`src/rtl/fcmp_pkg.sv`:
```
package fcmp_pkg;
    localparam int WORD_W   = 32;
    localparam int EXP_W    = 8;
    localparam int FRAC_W   = 23;
    localparam int MAG_W    = WORD_W - 1;
    localparam int FLAG_W   = 4;
    localparam int CAUSE_W  = 5;
    localparam int KIND_W   = 3;

    localparam int FLG_INV  = 0;
    localparam int FLG_DZ   = 1;
    localparam int FLG_OVF  = 2;
    localparam int FLG_UNF  = 3;

    typedef enum logic [KIND_W-1:0] {
        K_UNORD = 3'd0,
        K_LT    = 3'd1,
        K_EQ    = 3'd2,
        K_LE    = 3'd3,
        K_GT    = 3'd4,
        K_NE    = 3'd5,
        K_GE    = 3'd6,
        K_RSV   = 3'd7
    } cmp_kind_e;

    typedef struct packed {
        logic             sign;
        logic [MAG_W-1:0] mag;
        logic             is_nan;
        logic             is_snan;
        logic             is_zero;
    } opnd_class_t;
endpackage

```
`src/rtl/fcmp_classify.sv`:
```
module fcmp_classify
    import fcmp_pkg::*;
(
    input  logic [WORD_W-1:0] bits,
    output opnd_class_t       cls
);
    logic [EXP_W-1:0]  exp_f;
    logic [FRAC_W-1:0] frac_f;
    logic              exp_all1;
    logic              frac_nz;

    always_comb begin
        exp_f    = bits[WORD_W-2 -: EXP_W];
        frac_f   = bits[FRAC_W-1:0];
        exp_all1 = &exp_f;
        frac_nz  = |frac_f;
        cls.sign    = bits[WORD_W-1];
        cls.mag     = bits[MAG_W-1:0];
        cls.is_nan  = exp_all1 && frac_nz;
        cls.is_snan = exp_all1 && frac_nz && !frac_f[FRAC_W-1];
        cls.is_zero = (bits[MAG_W-1:0] == '0);
    end
endmodule

```
`src/rtl/fcmp_relate.sv`:
```
module fcmp_relate
    import fcmp_pkg::*;
(
    input  opnd_class_t cls_a,
    input  opnd_class_t cls_b,
    output logic        a_lt_b,
    output logic        b_lt_a,
    output logic        a_eq_b,
    output logic        any_nan,
    output logic        any_snan
);
    logic ordered;
    logic both_zero;
    logic mag_a_lo;
    logic mag_b_lo;

    always_comb begin
        any_nan   = cls_a.is_nan  || cls_b.is_nan;
        any_snan  = cls_a.is_snan || cls_b.is_snan;
        ordered   = !any_nan;
        both_zero = cls_a.is_zero && cls_b.is_zero;
        mag_a_lo  = cls_a.mag < cls_b.mag;
        mag_b_lo  = cls_b.mag < cls_a.mag;
        a_lt_b = 1'b0;
        b_lt_a = 1'b0;
        if (ordered && !both_zero) begin
            if (cls_a.sign != cls_b.sign) begin
                a_lt_b = cls_a.sign;
                b_lt_a = cls_b.sign;
            end else if (!cls_a.sign) begin
                a_lt_b = mag_a_lo;
                b_lt_a = mag_b_lo;
            end else begin
                a_lt_b = mag_b_lo;
                b_lt_a = mag_a_lo;
            end
        end
        a_eq_b = ordered && (both_zero ||
                 ((cls_a.sign == cls_b.sign) && (cls_a.mag == cls_b.mag)));
    end
endmodule

```
`src/rtl/fcmp_status.sv`:
```
module fcmp_status
    import fcmp_pkg::*;
#(
    parameter logic [CAUSE_W-1:0] CAUSE_FPU = 5'd6
) (
    input  logic               clk,
    input  logic               rst_n,
    input  logic               raise_inv,
    input  logic               trap_mask,
    input  logic               exc_enable,
    input  logic               wr_en,
    input  logic [FLAG_W-1:0]  wr_data,
    output logic [FLAG_W-1:0]  flags,
    output logic               exc_req,
    output logic [CAUSE_W-1:0] cause
);
    typedef struct packed {
        logic [FLAG_W-1:0]  flags;
        logic               exc;
        logic [CAUSE_W-1:0] cause;
    } sts_state_t;

    sts_state_t st_d, st_q;
    logic [FLAG_W-1:0] base;
    logic [FLAG_W-1:0] inv_vec;

    always_comb begin
        base    = wr_en ? wr_data : st_q.flags;
        inv_vec = '0;
        inv_vec[FLG_INV] = raise_inv;
        st_d       = st_q;
        st_d.flags = base | inv_vec;
        st_d.exc   = raise_inv && trap_mask && exc_enable;
        if (st_d.exc) begin
            st_d.cause = CAUSE_FPU;
        end
    end

    always_ff @(posedge clk) begin
        if (!rst_n) begin
            st_q <= '0;
        end else begin
            st_q <= st_d;
        end
    end

    assign flags   = st_q.flags;
    assign exc_req = st_q.exc;
    assign cause   = st_q.cause;

    p_sticky_hold_r9: assert property (@(posedge clk) disable iff (!rst_n)
        !wr_en |=> ((flags & $past(flags)) == $past(flags)));
    p_upper_untouched_r9: assert property (@(posedge clk) disable iff (!rst_n)
        !wr_en |=> (flags[FLAG_W-1:1] == $past(flags[FLAG_W-1:1])));
    p_exc_gated_r10: assert property (@(posedge clk) disable iff (!rst_n)
        !(trap_mask && exc_enable) |=> !exc_req);
    p_exc_flag_r10: assert property (@(posedge clk) disable iff (!rst_n)
        exc_req |-> (flags[FLG_INV] && cause == CAUSE_FPU));
endmodule

```
`src/rtl/fcmp_unit.sv`:
```
module fcmp_unit
    import fcmp_pkg::*;
(
    input  logic                clk,
    input  logic                rst_n,
    input  logic                op_valid,
    input  logic [KIND_W-1:0]   op_kind,
    input  logic [WORD_W-1:0]   opnd_a,
    input  logic [WORD_W-1:0]   opnd_b,
    input  logic                trap_mask,
    input  logic                exc_enable,
    input  logic                sts_wr_en,
    input  logic [FLAG_W-1:0]   sts_wr_data,
    output logic                res_valid,
    output logic [WORD_W-1:0]   res_word,
    output logic [FLAG_W-1:0]   sts_flags,
    output logic                exc_req,
    output logic [CAUSE_W-1:0]  exc_cause
);
    typedef struct packed {
        logic              vld;
        logic [WORD_W-1:0] word;
    } res_state_t;

    opnd_class_t cls [2];
    logic [WORD_W-1:0] opnd [2];
    logic a_lt_b, b_lt_a, a_eq_b, any_nan, any_snan;
    logic cmp_bit, cmp_inv;
    res_state_t rs_d, rs_q;

    assign opnd[0] = opnd_a;
    assign opnd[1] = opnd_b;

    for (genvar gi = 0; gi < 2; gi++) begin : g_cls
        fcmp_classify u_cls (
            .bits (opnd[gi]),
            .cls  (cls[gi])
        );
    end

    fcmp_relate u_rel (
        .cls_a    (cls[0]),
        .cls_b    (cls[1]),
        .a_lt_b   (a_lt_b),
        .b_lt_a   (b_lt_a),
        .a_eq_b   (a_eq_b),
        .any_nan  (any_nan),
        .any_snan (any_snan)
    );

    always_comb begin
        cmp_bit = 1'b0;
        cmp_inv = 1'b0;
        case (cmp_kind_e'(op_kind))
            K_UNORD: begin cmp_bit = any_nan;            cmp_inv = any_snan; end
            K_LT:    begin cmp_bit = b_lt_a;             cmp_inv = any_nan;  end
            K_EQ:    begin cmp_bit = a_eq_b;             cmp_inv = any_snan; end
            K_LE:    begin cmp_bit = a_lt_b || a_eq_b;   cmp_inv = any_nan;  end
            K_GT:    begin cmp_bit = a_lt_b;             cmp_inv = any_nan;  end
            K_NE:    begin cmp_bit = !a_eq_b;            cmp_inv = any_snan; end
            K_GE:    begin cmp_bit = !a_lt_b;            cmp_inv = any_nan;  end
            default: begin cmp_bit = 1'b0;               cmp_inv = 1'b0;     end
        endcase
        rs_d.vld  = op_valid;
        rs_d.word = rs_q.word;
        if (op_valid) begin
            rs_d.word = {{(WORD_W-1){1'b0}}, cmp_bit};
        end
    end

    always_ff @(posedge clk) begin
        if (!rst_n) begin
            rs_q <= '0;
        end else begin
            rs_q <= rs_d;
        end
    end

    fcmp_status u_sts (
        .clk        (clk),
        .rst_n      (rst_n),
        .raise_inv  (op_valid && cmp_inv),
        .trap_mask  (trap_mask),
        .exc_enable (exc_enable),
        .wr_en      (sts_wr_en),
        .wr_data    (sts_wr_data),
        .flags      (sts_flags),
        .exc_req    (exc_req),
        .cause      (exc_cause)
    );

    assign res_valid = rs_q.vld;
    assign res_word  = rs_q.word;

    p_valid_follow_r1: assert property (@(posedge clk) disable iff (!rst_n)
        op_valid |=> res_valid);
    p_unord_nan_r2: assert property (@(posedge clk) disable iff (!rst_n)
        (op_valid && op_kind == K_UNORD && (cls[0].is_nan || cls[1].is_nan))
        |=> res_word[0]);
    p_ordered_nan_inv_r8: assert property (@(posedge clk) disable iff (!rst_n)
        (op_valid && op_kind != K_UNORD && op_kind != K_EQ && op_kind != K_NE
         && op_kind != K_RSV && (cls[0].is_nan || cls[1].is_nan))
        |=> sts_flags[FLG_INV]);
    p_nan_le_false_r5: assert property (@(posedge clk) disable iff (!rst_n)
        (op_valid && op_kind == K_LE && (cls[0].is_nan || cls[1].is_nan))
        |=> !res_word[0]);
    p_exc_only_on_result_r10: assert property (@(posedge clk) disable iff (!rst_n)
        exc_req |-> res_valid);
endmodule

```
`config.mk`:
```
export PLATFORM = sky130hd
export DESIGN_NAME = fcmp_unit
export DESIGN_NICKNAME = d
export VERILOG_FILES = /design/src/rtl/fcmp_pkg.sv /design/src/rtl/fcmp_classify.sv /design/src/rtl/fcmp_relate.sv /design/src/rtl/fcmp_status.sv /design/src/rtl/fcmp_unit.sv
export SDC_FILE = /design/constraint.sdc
export NUM_CORES = 1
export LEC_CHECK = 0
export ABC_AREA = 1
export BUFFER_PORTS_ARGS = -buffer_cell sky130_fd_sc_hd__buf_2
export CAP_MARGIN = 5
export CORE_ASPECT_RATIO = 1.4
export CORE_MARGIN = 2
export CORE_UTILIZATION = 30
export DETAILED_ROUTE_END_ITERATION = 16
export PLACE_DENSITY_LB_ADDON = 0.3
export SLEW_MARGIN = 20
export SYNTH_ARGS = -nofsm -noshare
export SYNTH_HDL_FRONTEND = slang
export SYNTH_SLANG_ARGS = --single-unit
```
`constraint.sdc`:
```
create_clock -name clk -period 1.7 [get_ports clk]
set_input_delay 0 -clock clk [delete_from_list [all_inputs] [get_ports clk]]
set_output_delay 0 -clock clk [all_outputs]
set_load 0.05 [all_outputs]
```
# Word-level counts from Yosys, hierarchy flattened
# Cells that the tools add are included.
# totals
word_cells	56
ff_bits	8
inputBits	77
out_inout_bits	43
# classes
eq_ne	9
bitwise_logic	1
n_reduce_logical	30
mux	9
order_cmp	2
# ops
op	count
zero test 31 bit	2
< comparator 31 bit	2
OR reduction 23 bit	2
== test 31 bit	1
AND reduction 8 bit	2
logical AND 1 bit	11
== test 3 bit (second input constant)	3
one-hot mux 1 bit (7 select lines)	1
== test 3 x 2 -> 1 bit (second input constant)	2
zero test 1 bit	6
2-to-1 mux 1 bit	6
logical OR 1 bit	4
2-to-1 mux 4 bit	1
bitwise OR 4 x 1 -> 4 bit	1
OR reduction 4 bit	1
== test 3 x 1 -> 1 bit (second input constant)	1
zero test 3 bit	1
OR reduction 3 bit	1
one-hot mux 1 bit (2 select lines)	1
== test 1 bit	1
!= test 1 bit	1

# Longest topological paths before layout
# depth
word_depth	8
ltp_mapped	18
depth_no_buf	18

# Modules after synthesis
# From an unflattened synthesis, not the netlist that was laid out.
# unflattened
cells_unflattened	409
area_unflattened_um2	2441.1
# modules_own_cells
mod	area_per_inst_um2	cells_per_inst	n_inst
fcmp_relate	1028.5	177	1
fcmp_classify	371.6	64	2
fcmp_unit	429.2	72	1
fcmp_status	240.2	32	1

# Worst setup path before layout
# No wires, ideal clock.
# synth_path
kind	in2reg
start	input port opnd_b[22]
end	register rs_q (netlist bit res_word[0])
slack_ns	0.269
path_buffers	0
setup_time_ns	0.115
arrival_time_ns	1.317
stages	13
path_cell_list	inv_1 -> ha_1 -> a21o_1 -> nor2_1 -> nand2_1 -> a21oi_1 -> nand2_2 -> a21oi_1 -> nand2_1 -> nand2_1 -> nand3_1 -> nand2_1 -> a21oi_2
# synth_via
elab_chain_cells	8
elab_cells_between_ends	24
cone_classes	2 x order compare; 1 x eq/ne; 7 x mux; 14 x reduce/logical
# synth_rtl
element	line	text
start: declaration	fcmp_unit.sv:9	input logic [WORD_W-1:0] opnd_b,
branches (longest 7 deep; another with < comparator 31 bit)	-	
one-hot mux 1 bit (7 select lines) (*)	fcmp_unit.sv:54	case (cmp_kind_e'(op_kind))
end signal: assignment	fcmp_unit.sv:75	rs_q <= rs_d;
end: declaration	fcmp_unit.sv:29	res_state_t rs_d, rs_q;
# Mark *: on every way between the ends.
# A chain may end at the register's enable or synchronous reset.

# Worst setup path after layout
# layout_path
start	input port opnd_b[26]
end	register rs_q (netlist bit res_word[0])
# layout_via
elab_chain_cells	8
elab_cells_between_ends	24
cone_classes	2 x order compare; 1 x eq/ne; 7 x mux; 14 x reduce/logical
# layout_rtl
element	line
branches (longest 7 deep; another with < comparator 31 bit)	-
one-hot mux 1 bit (7 select lines) (*)	fcmp_unit.sv:54
# Marks and branches as above.

==> impl_metrics.csv <==
group,metric,value,unit
outcome,status,"complete, no violations",
final_layout,final_nets,556,
clock_network,clk_path_buf_depth,2,
die,core,6570,um^2
worst_hold_path,hold_path.class,"input port to flip-flop",
worst_hold_path,min_to,"u_sts.flags[3]",
global_route,globalRouteOverflowTotal,0,
final_layout,layout-drive-gt1-share,24.9,%
final_layout,synthToLayoutAreaGrowth,23.5,%
clock_network,post-cts-setup-buffer-count,0,
global_route,grt_usage,13.0,%
setup_path,crit_slowest_cell,"ha_1",
setup_path,reg2reg_slack,1050,ps
routing,wl_per_cell,9.22,um
place,placedCellCount,515,
setup_path,r2r_start,"u_sts.flags[0]",
place,pre_cts_ws,-35.9,ps
timing,rsz0062_at_grt,"false",
setup_path,cpMostUsedCell,"nand2_1",
routing,detail-route-antenna-nets,0,
timing,min_period,1490,ps
die,row_count,35,
yosys,postSynthCellCount,353,
setup_path,slowest_delay,280,ps
global_route,antenna_found_initial,0,
final_layout,fin_cells,520,
final_layout,antennaDiodeCount,0,
timing,fin_skew,0,ps
die,dieWidth,73.5,um
timing,fmaxAchievable,672,MHz
setup_path,cp_max_fo,4,
yosys,ys_warn_count,0,
setup_path,crit_chain,"buf_2 > inv_1 > ha_1 > nand2_1 > inv_1 > nand2_1 > nand2_1 > nand2_1 > nand2_1 > a21oi_1 > nand2_2 > a21oi_1 > nand2_1 > nand2_1 > nand3_1 > nand2_1 > a21oi_2",
routing,drt-vias-per-instance,4.26,
routing,drc,0,
clock_network,cts_tree,"done",
timing,drv_slew,0,
yosys,netlist_area,2030,um^2
clock_network,htree_levels,1,
timing,worst_hold_slack,12.5,ps
clock_network,cts_root_buffer,"clkbuf_8",
yosys,synth.distinct_cells,25,
global_route,grt_pass1_vias,2089,
routing,met1_length,1990,um
place,dpl_cell_area,2450,um^2
routing,route.met3.wl,241,um
die,fp.dieH,101,um
place,dp_hpwl,4510,um
place,place.gp.congestion,0.795,
timing,setup_viol,0,
pwr,max-vdd-ir-drop,0.000171,V
routing,drtIter0Drc,33,
clock_network,path_clk_slew,40,ps
routing,wl,4800,um
clock_network,cts_inserted_buffers,3,
worst_hold_path,hold-path-cell-count,3,
clock_network,cts_sinks,8,
setup_path,crit_type,"input port to flip-flop",
pwr,total_power,1050,uW
setup_path,worstReg2RegEnd,"u_sts.flags[0]",
place,io_buffers,85,
pwr,pwr_density_cell,418,nW/um^2
pwr,power.leakage,0.00157,uW
global_route,grt_pass1_wl,8120,um
final_layout,multiInputGateArea,1510,um^2
die,initial_core_util,30.9,%
timing,post-route-worst-setup-slack,211,ps
die,dieArea,7450,um^2
routing,dr.pass1.iters,4,
timing,finalHoldViolations,0,
final_layout,fillers,738,
setup_path,start_kind,"input port",
final_layout,final_area,2510,um^2
setup_path,cp.arrival,1610,ps
yosys,postSynthAreaPerCell,5.75,um^2
final_layout,ff_latch_area,160,um^2
setup_path,crit_required,1820,ps
routing,top_layer_used,"met4",
worst_hold_path,hold_start,"sts_wr_data[3]",
global_route,grt_max_degree,8,
timing,period_share,87.6,%
yosys,synth_seq_cells,8,
clock_network,clkLatencyLatePin,220,ps
die,ioPinCount,120,
yosys,yosysSeqAreaShare,7.89,%
job,cap_violations,0,
routing,dr_wl_met2,2550,um
setup_path,critPathCaptureType,"flip-flop",
routing,routed-via-count,2217,
setup_path,reg2reg_depth,2,
critical path: cells and delay by family:
family / cells / cell delay, ps
simple gates: 10 / 700
compound gates: 3 / 460
buf+inv: 3 / 180
fa+ha+maj: 1 / 280
per-layer routing:
layer,vias to the layer above,global-route usage (%)
met1,940,15.4
met3,2,0.896
li1,1207,-
met5,-,0
met2,68,25.2
met4,0,2.10
synthesized netlist by cell type, drive strengths merged:
cell type  instances  share of area [%]
a21oi             13                3.4
buf               35                 13
nor2              70                 15
nand3b             2                1.5
nand4              4                1.2
ha                31                 19
o31ai              1               0.37
o21ai              7                1.7
xnor2              1               0.43
a21o               2               0.74
o22ai              2               0.62
nand2             95                 19
inv               60                 11
conb               1               0.18
nand3             20                5.2
nor3               1               0.25
dfxtp              8                7.9
logic make-up (layout without fill, tap and decap cells):
group / Yosys count / count (layout) / share of synthesized area [%]
other: 1 / 34 / 0.185
buffers and inverters: 95 / 155 / 24.0
AND/OR/NAND/NOR: 192 / 192 / 41.5
AO/OA/AOI/OAI: 25 / 25 / 6.84
adder cells (fa/ha/maj): 31 / 31 / 19.1
XOR/XNOR: 1 / 1 / 0.431
flip-flops: 8 / 8 / 7.89
how the worst max path moves through the flow:
stage | start | endpoint | slack [ps] | cells after the start
2_1_floorplan | opnd_b[22] | res_word[0] | 270 | 13
3_3_place_gp | opnd_a[26] | res_word[0] | -5 | 16
3_5_place_dp | opnd_b[26] | res_word[0] | -40 | 17
4_1_cts | opnd_b[26] | res_word[0] | 200 | 17
5_1_grt | opnd_b[30] | res_word[0] | 30 | 15
6_report | opnd_b[26] | res_word[0] | 210 | 17
cells in the final DEF (no fill, tap or decap), types with 3 or more instances in the layout:
master	n
a21oi_1	12
buf_2	85
buf_4	5
clkbuf_8	3
conb_1	34
dfxtp_1	8
ha_1	31
inv_1	59
nand2_1	88
nand2_2	6
nand3_1	19
nand4_1	4
nor2_1	64
nor2_4	4
o21ai_0	7
final cells by class:
cell class / count / share of cell area [%]
inverter: 60 / 8.98
timing repair buffer: 92 / 19.3
tap: 74 / 3.69
sequential: 8 / 6.38
multi-input combinational: 283 / 60.0
clock buffer: 3 / 1.65
flip-flops by register name, summed over array words and instances, names as in the netlist:
register       cells
u_sts.cause        1
u_sts.exc_req      1
res_word           1
res_valid          1
u_sts.flags        4
stage by stage:
| stage | utilization, % | setup TNS (ps) |
|---|---|---|
| 3_3_place_gp | 37.3 | -4.91 |
| 5_1_grt | 38.2 | 0 |
| 3_5_place_dp | 37.3 | -35.9 |
| 2_1_floorplan | - | 0 |
| 4_1_cts | 38.2 | 0 |
| 6_report | 38.2 | 0 |
what timing repair did:
action                     4_1_cts  5_1_grt
hold endpoints to repair         2        0
gates resized for setup          0        0
setup endpoints to repair        0        0
hold buffers                     2        0
report_power, final:
group / internal (uW) / switching, uW / leakage (uW)
sequential: 198 / 4.12 / 0.0000659
combinational: 197 / 427 / 0.00148
clock: 153 / 69.8 / 0.0000216
total: 549 / 500 / 0.00157
Note: power is estimated with default switching activity, not from simulation.
